`src/rtl/fsg_pkg.sv`:
```
package fsg_pkg;

  typedef struct packed {
    logic       lock;
    logic       bottom;
    logic [1:0] size;
  } prot_t;

  // 1 when quarter q of the array lies inside the protected range
  function automatic logic quarter_hit(prot_t p, logic [1:0] q);
    logic r;
    case (p.size)
      2'b00:   r = 1'b0;
      2'b01:   r = p.bottom ? (q == 2'b00) : (q == 2'b11);
      2'b10:   r = p.bottom ? ~q[1] : q[1];
      default: r = 1'b1;
    endcase
    return r;
  endfunction

  function automatic logic [7:0] pack_status(prot_t p, logic wel, logic busy);
    return {p.lock, 1'b0, p.bottom, 1'b0, p.size, wel, busy};
  endfunction

endpackage

```
`src/rtl/fsg_region_check.sv`:
```
module fsg_region_check
  import fsg_pkg::*;
#(
  parameter int unsigned ADDR_W    = 18,
  parameter int unsigned SPAN_LOG2 = 12
) (
  input  prot_t             prot,
  input  logic [ADDR_W-1:0] addr,
  output logic              hit
);
  // which of the two top address bits stay fixed across an aligned region
  localparam logic [1:0] QKEEP = (SPAN_LOG2 >= ADDR_W)     ? 2'b00 :
                                 (SPAN_LOG2 == ADDR_W - 1) ? 2'b10 : 2'b11;

  logic [1:0] q_first, q_last;
  logic       unused_addr_low;

  assign unused_addr_low = ^addr;
  assign q_first = addr[ADDR_W-1 -: 2] & QKEEP;
  assign q_last  = addr[ADDR_W-1 -: 2] | ~QKEEP;

  // protection boundaries sit on quarters, so checking the end quarters covers the region
  assign hit = quarter_hit(prot, q_first) | quarter_hit(prot, q_last);
endmodule

```
`src/rtl/fsg_wel_busy.sv`:
```
module fsg_wel_busy (
  input  logic clk,
  input  logic rst_n,
  input  logic set_wel,
  input  logic clr_wel,
  input  logic start,
  input  logic done,
  output logic wel,
  output logic busy
);
  logic finish;
  assign finish = done & busy;

  always_ff @(posedge clk) begin
    if (!rst_n) begin
      wel  <= 1'b0;
      busy <= 1'b0;
    end else begin
      if (finish) begin
        wel  <= 1'b0;
        busy <= 1'b0;
      end else begin
        if (start)        busy <= 1'b1;
        if (set_wel)      wel  <= 1'b1;
        else if (clr_wel) wel  <= 1'b0;
      end
    end
  end

  AST_START_SETS_BUSY: assert property (@(posedge clk) disable iff (!rst_n)
    start |=> busy);

  AST_DONE_CLEARS: assert property (@(posedge clk) disable iff (!rst_n)
    (done && busy) |=> (!busy && !wel));

  AST_IDLE_DONE_QUIET: assert property (@(posedge clk) disable iff (!rst_n)
    (done && !busy && !start && !set_wel && !clr_wel) |=> ($stable(wel) && !busy));
endmodule

```
`src/rtl/flash_status_guard.sv`:
```
module flash_status_guard
  import fsg_pkg::*;
#(
  parameter int unsigned ADDR_W    = 18,
  parameter int unsigned PAGE_LOG2 = 8,
  parameter int unsigned SECT_LOG2 = 12,
  parameter int unsigned BLK_LOG2  = 16,
  parameter bit [1:0]    RST_BP    = 2'b00,
  parameter bit          RST_TB    = 1'b0,
  parameter bit          RST_BPL   = 1'b0
) (
  input  logic              clk,
  input  logic              rst_n,
  input  logic              wp_n,
  input  logic              wren_i,
  input  logic              wrdi_i,
  input  logic              wrsr_i,
  input  logic [7:0]        wrsr_byte_i,
  input  logic              prog_i,
  input  logic              sect_erase_i,
  input  logic              blk_erase_i,
  input  logic              chip_erase_i,
  input  logic              done_i,
  input  logic [ADDR_W-1:0] op_addr_i,
  output logic [7:0]        status_o,
  output logic              wrsr_ok_o,
  output logic              prog_ok_o,
  output logic              sect_ok_o,
  output logic              blk_ok_o,
  output logic              chip_ok_o
);
  localparam int unsigned N_ARR = 3;
  localparam int unsigned SPAN_TAB [N_ARR] = '{PAGE_LOG2, SECT_LOG2, BLK_LOG2};

  prot_t             prot_q;
  logic              wel, busy, free, lock_hold, start;
  logic [N_ARR-1:0]  arr_req, arr_hit, arr_ok;
  logic              unused_byte_bits;

  assign unused_byte_bits = wrsr_byte_i[6] ^ wrsr_byte_i[4] ^ wrsr_byte_i[1] ^ wrsr_byte_i[0];

  assign free      = wel & ~busy;
  assign lock_hold = ~wp_n & prot_q.lock;
  assign arr_req   = {blk_erase_i, sect_erase_i, prog_i};

  generate
    for (genvar g = 0; g < N_ARR; g++) begin : g_region
      fsg_region_check #(
        .ADDR_W   (ADDR_W),
        .SPAN_LOG2(SPAN_TAB[g])
      ) u_chk (
        .prot(prot_q),
        .addr(op_addr_i),
        .hit (arr_hit[g])
      );
      assign arr_ok[g] = arr_req[g] & free & ~arr_hit[g];
    end
  endgenerate

  assign wrsr_ok_o = wrsr_i & free & ~lock_hold;
  assign prog_ok_o = arr_ok[0];
  assign sect_ok_o = arr_ok[1];
  assign blk_ok_o  = arr_ok[2];
  assign chip_ok_o = chip_erase_i & free & (prot_q.size == 2'b00);
  assign start     = wrsr_ok_o | (|arr_ok) | chip_ok_o;

  always_ff @(posedge clk) begin
    if (!rst_n) begin
      prot_q <= '{lock: RST_BPL, bottom: RST_TB, size: RST_BP};
    end else if (wrsr_ok_o) begin
      prot_q <= '{lock: wrsr_byte_i[7], bottom: wrsr_byte_i[5],
                  size: wrsr_byte_i[3:2]};
    end
  end

  fsg_wel_busy u_state (
    .clk    (clk),
    .rst_n  (rst_n),
    .set_wel(wren_i & ~busy),
    .clr_wel(wrdi_i & ~busy),
    .start  (start),
    .done   (done_i),
    .wel    (wel),
    .busy   (busy)
  );

  assign status_o = pack_status(prot_q, wel, busy);

  AST_LOCK_FREEZES: assert property (@(posedge clk) disable iff (!rst_n)
    (wrsr_i && !wp_n && prot_q.lock) |=> $stable(prot_q));

  AST_BUSY_REFUSES: assert property (@(posedge clk) disable iff (!rst_n)
    busy |-> !(wrsr_ok_o || prog_ok_o || sect_ok_o || blk_ok_o || chip_ok_o));

  AST_NO_WEL_NO_GRANT: assert property (@(posedge clk) disable iff (!rst_n)
    !status_o[1] |-> !(wrsr_ok_o || prog_ok_o || sect_ok_o || blk_ok_o || chip_ok_o));

  AST_REFUSED_KEEPS_WEL: assert property (@(posedge clk) disable iff (!rst_n)
    ((prog_i || sect_erase_i || blk_erase_i || chip_erase_i || wrsr_i) && !start)
      |=> ($stable(wel) && $stable(busy)));

  AST_RESERVED_ZERO: assert property (@(posedge clk) disable iff (!rst_n)
    (status_o[4] == 1'b0) && (status_o[6] == 1'b0));

  AST_ONE_GRANT: assert property (@(posedge clk) disable iff (!rst_n)
    $onehot0({wrsr_ok_o, prog_ok_o, sect_ok_o, blk_ok_o, chip_ok_o}));
endmodule

```
`config.mk`:
```
export PLATFORM = sky130hd
export DESIGN_NAME = flash_status_guard
export DESIGN_NICKNAME = d
export VERILOG_FILES = /design/src/rtl/fsg_pkg.sv /design/src/rtl/fsg_region_check.sv /design/src/rtl/fsg_wel_busy.sv /design/src/rtl/flash_status_guard.sv
export SDC_FILE = /design/constraint.sdc
export NUM_CORES = 1
export LEC_CHECK = 0
export BUFFER_PORTS_ARGS = -buffer_cell sky130_fd_sc_hd__buf_4
export CORE_MARGIN = 2
export CORE_UTILIZATION = 25
export CTS_BUF_LIST = sky130_fd_sc_hd__clkbuf_8
export DETAILED_ROUTE_END_ITERATION = 7
export PLACE_DENSITY = 0.57
export SLEW_MARGIN = 10
export SYNTH_ARGS = -nofsm -noshare
export SYNTH_HDL_FRONTEND = slang
export SYNTH_HIERARCHICAL = 1
export SYNTH_SLANG_ARGS = --single-unit
```
`constraint.sdc`:
```
create_clock -name clk -period 3.8 [get_ports clk]
set_clock_uncertainty 0.1 [all_clocks]
set_input_delay 1.14 -clock clk [delete_from_list [all_inputs] [get_ports clk]]
set_output_delay 1.14 -clock clk [all_outputs]
set_load 0.02 [all_outputs]
```
---- Word level (Yosys, flattened, before mapping) ----
Cells that the tools add are included.
Widths: inputs -> output; s select.
storage, ports and cells
  bits in registers ....................... 6
  bits of input ports ..................... 37
  output and inout bits ................... 13
  logic and storage cells ................. 41
cells by class
  eq/ne operators ......................... 3
  muxes and demuxes ....................... 5
  bitwise operators ....................... 23
  reductions and logical operators ........ 5
operator list
  operator            count
  $and 1x1->1         15
  $not 1->1           6
  $eq 2x2->1 const B  2
  $logic_not 2->1     2
  $mux 1              4
  $pmux 1 s3          1
  $reduce_or 3->1     1
  $eq 2x1->1 const B  1
  $or 1x1->1          2
  $reduce_bool 2->1   1
  $reduce_or 2->1     1

---- Depth between registers and ports, before layout ----
  depth in word-level cells ............... 8
  mapped depth ............................ 7

---- Hierarchy ----
Netlist, hierarchy kept.
by module, submodules not included
  module              times used  cells an instance  area each (µm²)  sequential area each (µm²)
  flash_status_guard  1           39                 302.8            80.1
  fsg_region_check    3           7                  37.5             0.0
  fsg_wel_busy        1           6                  72.6             40.0

---- Worst setup path after synthesis ----
OpenSTA, ideal clock, no wires.
  kind .................................... in2out
  start ................................... input port op_addr_i[17]
  end ..................................... output port prog_ok_o
  arrival time ............................ 2.058 ns
  required time ........................... 2.560 ns
  path slack .............................. 0.502 ns
  stages on the path ...................... 4
  cells stage by stage .................... nor2b_1 > o21ai_0 > o311ai_1 > nor3_1
on the way
  cells in the longest elaborated chain, start to end .. 5
  elaborated cells on any way between the ends .. 8
  classes of those cells .................. eq/ne (1); mux (3); bitwise (3); reduce/logical (1)
RTL lines
  what                                      line                          RTL
  start, declared                           flash_status_guard.sv:24      input logic [ADDR_W-1:0] op_addr_i,
  $eq 2x2->1, or another cell as far along  fsg_pkg.sv:14                 2'b01: r = p.bottom ? (q == 2'b00) : (q == 2'b11);
  $mux 1, on equally long branches          fsg_pkg.sv:14, fsg_pkg.sv:15
  $pmux 1 s3 (*)                            fsg_pkg.sv:12                 case (p.size)
  via arr_hit[0]                            flash_status_guard.sv:37      logic [N_ARR-1:0] arr_req, arr_hit, arr_ok;
  $not 1->1 (*)                             flash_status_guard.sv:56      assign arr_ok[g] = arr_req[g] & free & ~arr_hit[g];
  $and 1x1->1 (*)                           flash_status_guard.sv:56
  end, declared                             flash_status_guard.sv:27      output logic prog_ok_o,
Mark *: on every way through the listed nets, which the timed path passes. The rest lies on a longest branch.

---- Worst setup path after layout ----
  start ................................... input port op_addr_i[17]
  end ..................................... output port sect_ok_o
on the way
  cells in the longest elaborated chain, start to end .. 5
  elaborated cells on any way between the ends .. 8
  classes of those cells .................. eq/ne (1); mux (3); bitwise (3); reduce/logical (1)
RTL lines
  what                                      line                          RTL
  $eq 2x2->1, or another cell as far along  fsg_pkg.sv:14
  $mux 1, on equally long branches          fsg_pkg.sv:14, fsg_pkg.sv:15
  $pmux 1 s3 (*)                            fsg_pkg.sv:12
  via arr_hit[1]                            flash_status_guard.sv:37
  $not 1->1 (*)                             flash_status_guard.sv:56
  $and 1x1->1 (*)                           flash_status_guard.sv:56
  end, declared                             flash_status_guard.sv:28      output logic sect_ok_o,
Marked as above.

==> impl_results.md <==
- Nets: 131
- DP HPWL: 906 um
- Setup repair bufs after CTS: 0
- Core box area: 0.00178 mm2
- Largest net degree at the start of global routing: 13
- Clock Root Buffer: clkbuf_8
- Post-synthesis cell type count: 23
- Status: complete, no violations
- Initial DRC Count: 2
- Worst Setup End Kind: output port
- Register area share after synthesis: 24.6%
- H-tree levels: 1
- Commonest cells in the netlist: nand2_1, inv_1, dfxtp_1
- Remaining antenna violation count after routing: 0
- Site row count: 15
- Max-cap check violation count: 0
- Port bufs: 27
- GP Congestion: 0.642
- Die Ht: 48.2 um
- Critical Path AT: 2.10 ns
- Layout cell share with drive strength beyond 1: 39.1%
- DRT Wirelength: 1100 um
- Final Power: 234 uW
- CTS tree: done
- CP max FO: 6
- Crit path launch type: input pin
- Post-Layout Cell Count: 117
- TNS Setup: 0 ns
- Design area: 733 um2
- Synth top area share: 24.6%
- DP Worst Slack: 0.454 ns
- Finish-stage setup viols: 0
- DR vias: 501
- Tmin final: 3.34 ns
- Fin. Hold Viols: 0
- Fill count: 196
- Vias in the first global route: 356
- WL per Instance: 9.40 um
- Mapped Avg Cell Area: 7.39 um2
- Yosys reg bits: 6
- Max Buffers Root-to-Sink: 2
- Cell taking the most area after synthesis: dfxtp_1
- Mapped Area: 488 um2
- Top_reg_cell synth: dfxtp_1
- Global-route wire length before repair: 1540 um
- Fin worst setup slack: 0.463 ns
- PwrDens: 319 mW/mm2
- Peak supply drop: 0.158 mV
- Dpl cell area: 692 um2
- Inst Count DP: 114
- Crit path required time: 2.56 ns
- Clock sinks: 6
- Mapped Cells: 66
- Worst-Skew Late Latency: 0.22 ns
- Post-synth EDFFs: 0
- Clock-pin slew on the worst setup and hold paths: 0.04 ns
- Synth warn: 6
- Drt pass-1 iters: 3
- Post-DR vias/cell: 4.28
- RSZ-0062 raised after global routing: false
- Grt total ovfl: 0
- Final Cycle Share: 87.8%
- Initial antenna violation count: 0
- Pins over their slew limit: 0
- Hold_buf cts: 0
- Die span in x: 48.2 um
- Top-count cell post-synth: nand2_1
- Pleak: 0.335 nW
- Tot GR Track Use: 9.77%
- Num CTS Buffers: 3
- Full die area: 0.00232 mm2
- Min-delay worst type: flip-flop to flip-flop
- Starting Density: 27.4%
- Maximum clock rate: 300 MHz
- FFs w/ async S/R, synth: 0%
- PostCTS Resize Cnt: 0
- Synth-to-Final Area Change: 50.3%
- Synth top area cells: dfxtp_1, mux2i_1, nand2_1
- DRC: 0
- Crit path kind: input pin to output port
- I/O pin cnt: 50
- Antenna Cells: 0
[power breakdown]
part / switching (mW) / internal (mW) / leakage (nW)
Sequential: 0.00665 / 0.0676 / 0.0490
Combinational: 0.0322 / 0.0343 / 0.264
Clock: 0.0255 / 0.0679 / 0.0216
Total: 0.0643 / 0.170 / 0.335
[path summary, 6_finish.rpt]
check                     start      endpoint  slack [ns]  cells after the start
setup / recovery  op_addr_i[17]     sect_ok_o        0.46                      7
hold / removal      status_o[7]   status_o[7]        0.37                      2
setup reg to reg    status_o[2]  u_state/busy        2.14                      6
hold reg to reg     status_o[7]   status_o[7]        0.37                      2
[registers in the layout (all words and copies together) (netlist names)]
name          count
u_state/wel       1
u_state/busy      1
status_o          4
[metrics by stage]
| step | hold WS (ns) | utilization, % |
|---|---|---|
| final | 0.374 | 41.1 |
| after global placement | 0.360 | 38.8 |
| after global routing | 0.392 | 41.1 |
| after CTS | 0.376 | 41.1 |
| after floorplan | 0.433 | - |
| after detailed placement | 0.369 | 38.8 |
[layer usage]
layer  up-vias  wire (um)  part of all wire [%]  GRT usage, %
met5         -          0                     0             0
met1       216        516                    47          12.4
met3         0         79                   7.2          4.44
li1        269          -                     -             -
met4         0          0                     0          4.86
met2        16        504                    46          13.9
[worst max-delay path, stage by stage]
cell	delay [ns]
buf_4	0.13
nor2b_1	0.13
o21ai_0	0.15
o311ai_1	0.11
nand2b_1	0.18
nor2_1	0.11
buf_4	0.15
[placed cells by master, fill, tap and decap left out, types with 4 or more instances in the layout]
master and count:
dfxtp_1 6, nor2_1 4, mux2i_1 4, inv_1 7
nor2b_1 5, nand2_1 9, buf_4 27
[layout make-up]
type                    count  area, um2  area share (%)
multi-input cells          48        308            42.0
repair buffers             27        203            27.6
flip-flops and latches      6        120            16.4
clock buffers               3       41.3            5.63
well taps                  25       31.3            4.27
inverters                   8       30.0            4.10
[cells by family (layout without fill, tap and decap cells)]
family / Yosys count / count (layout) / synth area share (%)
flip-flops: 6 / 6 / 24.6
multiplexers: 4 / 4 / 8.21
AND/OR/NAND/NOR: 28 / 28 / 32.8
other: 1 / 2 / 0.768
buffers and inverters: 13 / 38 / 13.1
AO/OA/AOI/OAI: 14 / 14 / 20.5
No activity file was read; power rests on OpenSTA's default activity.
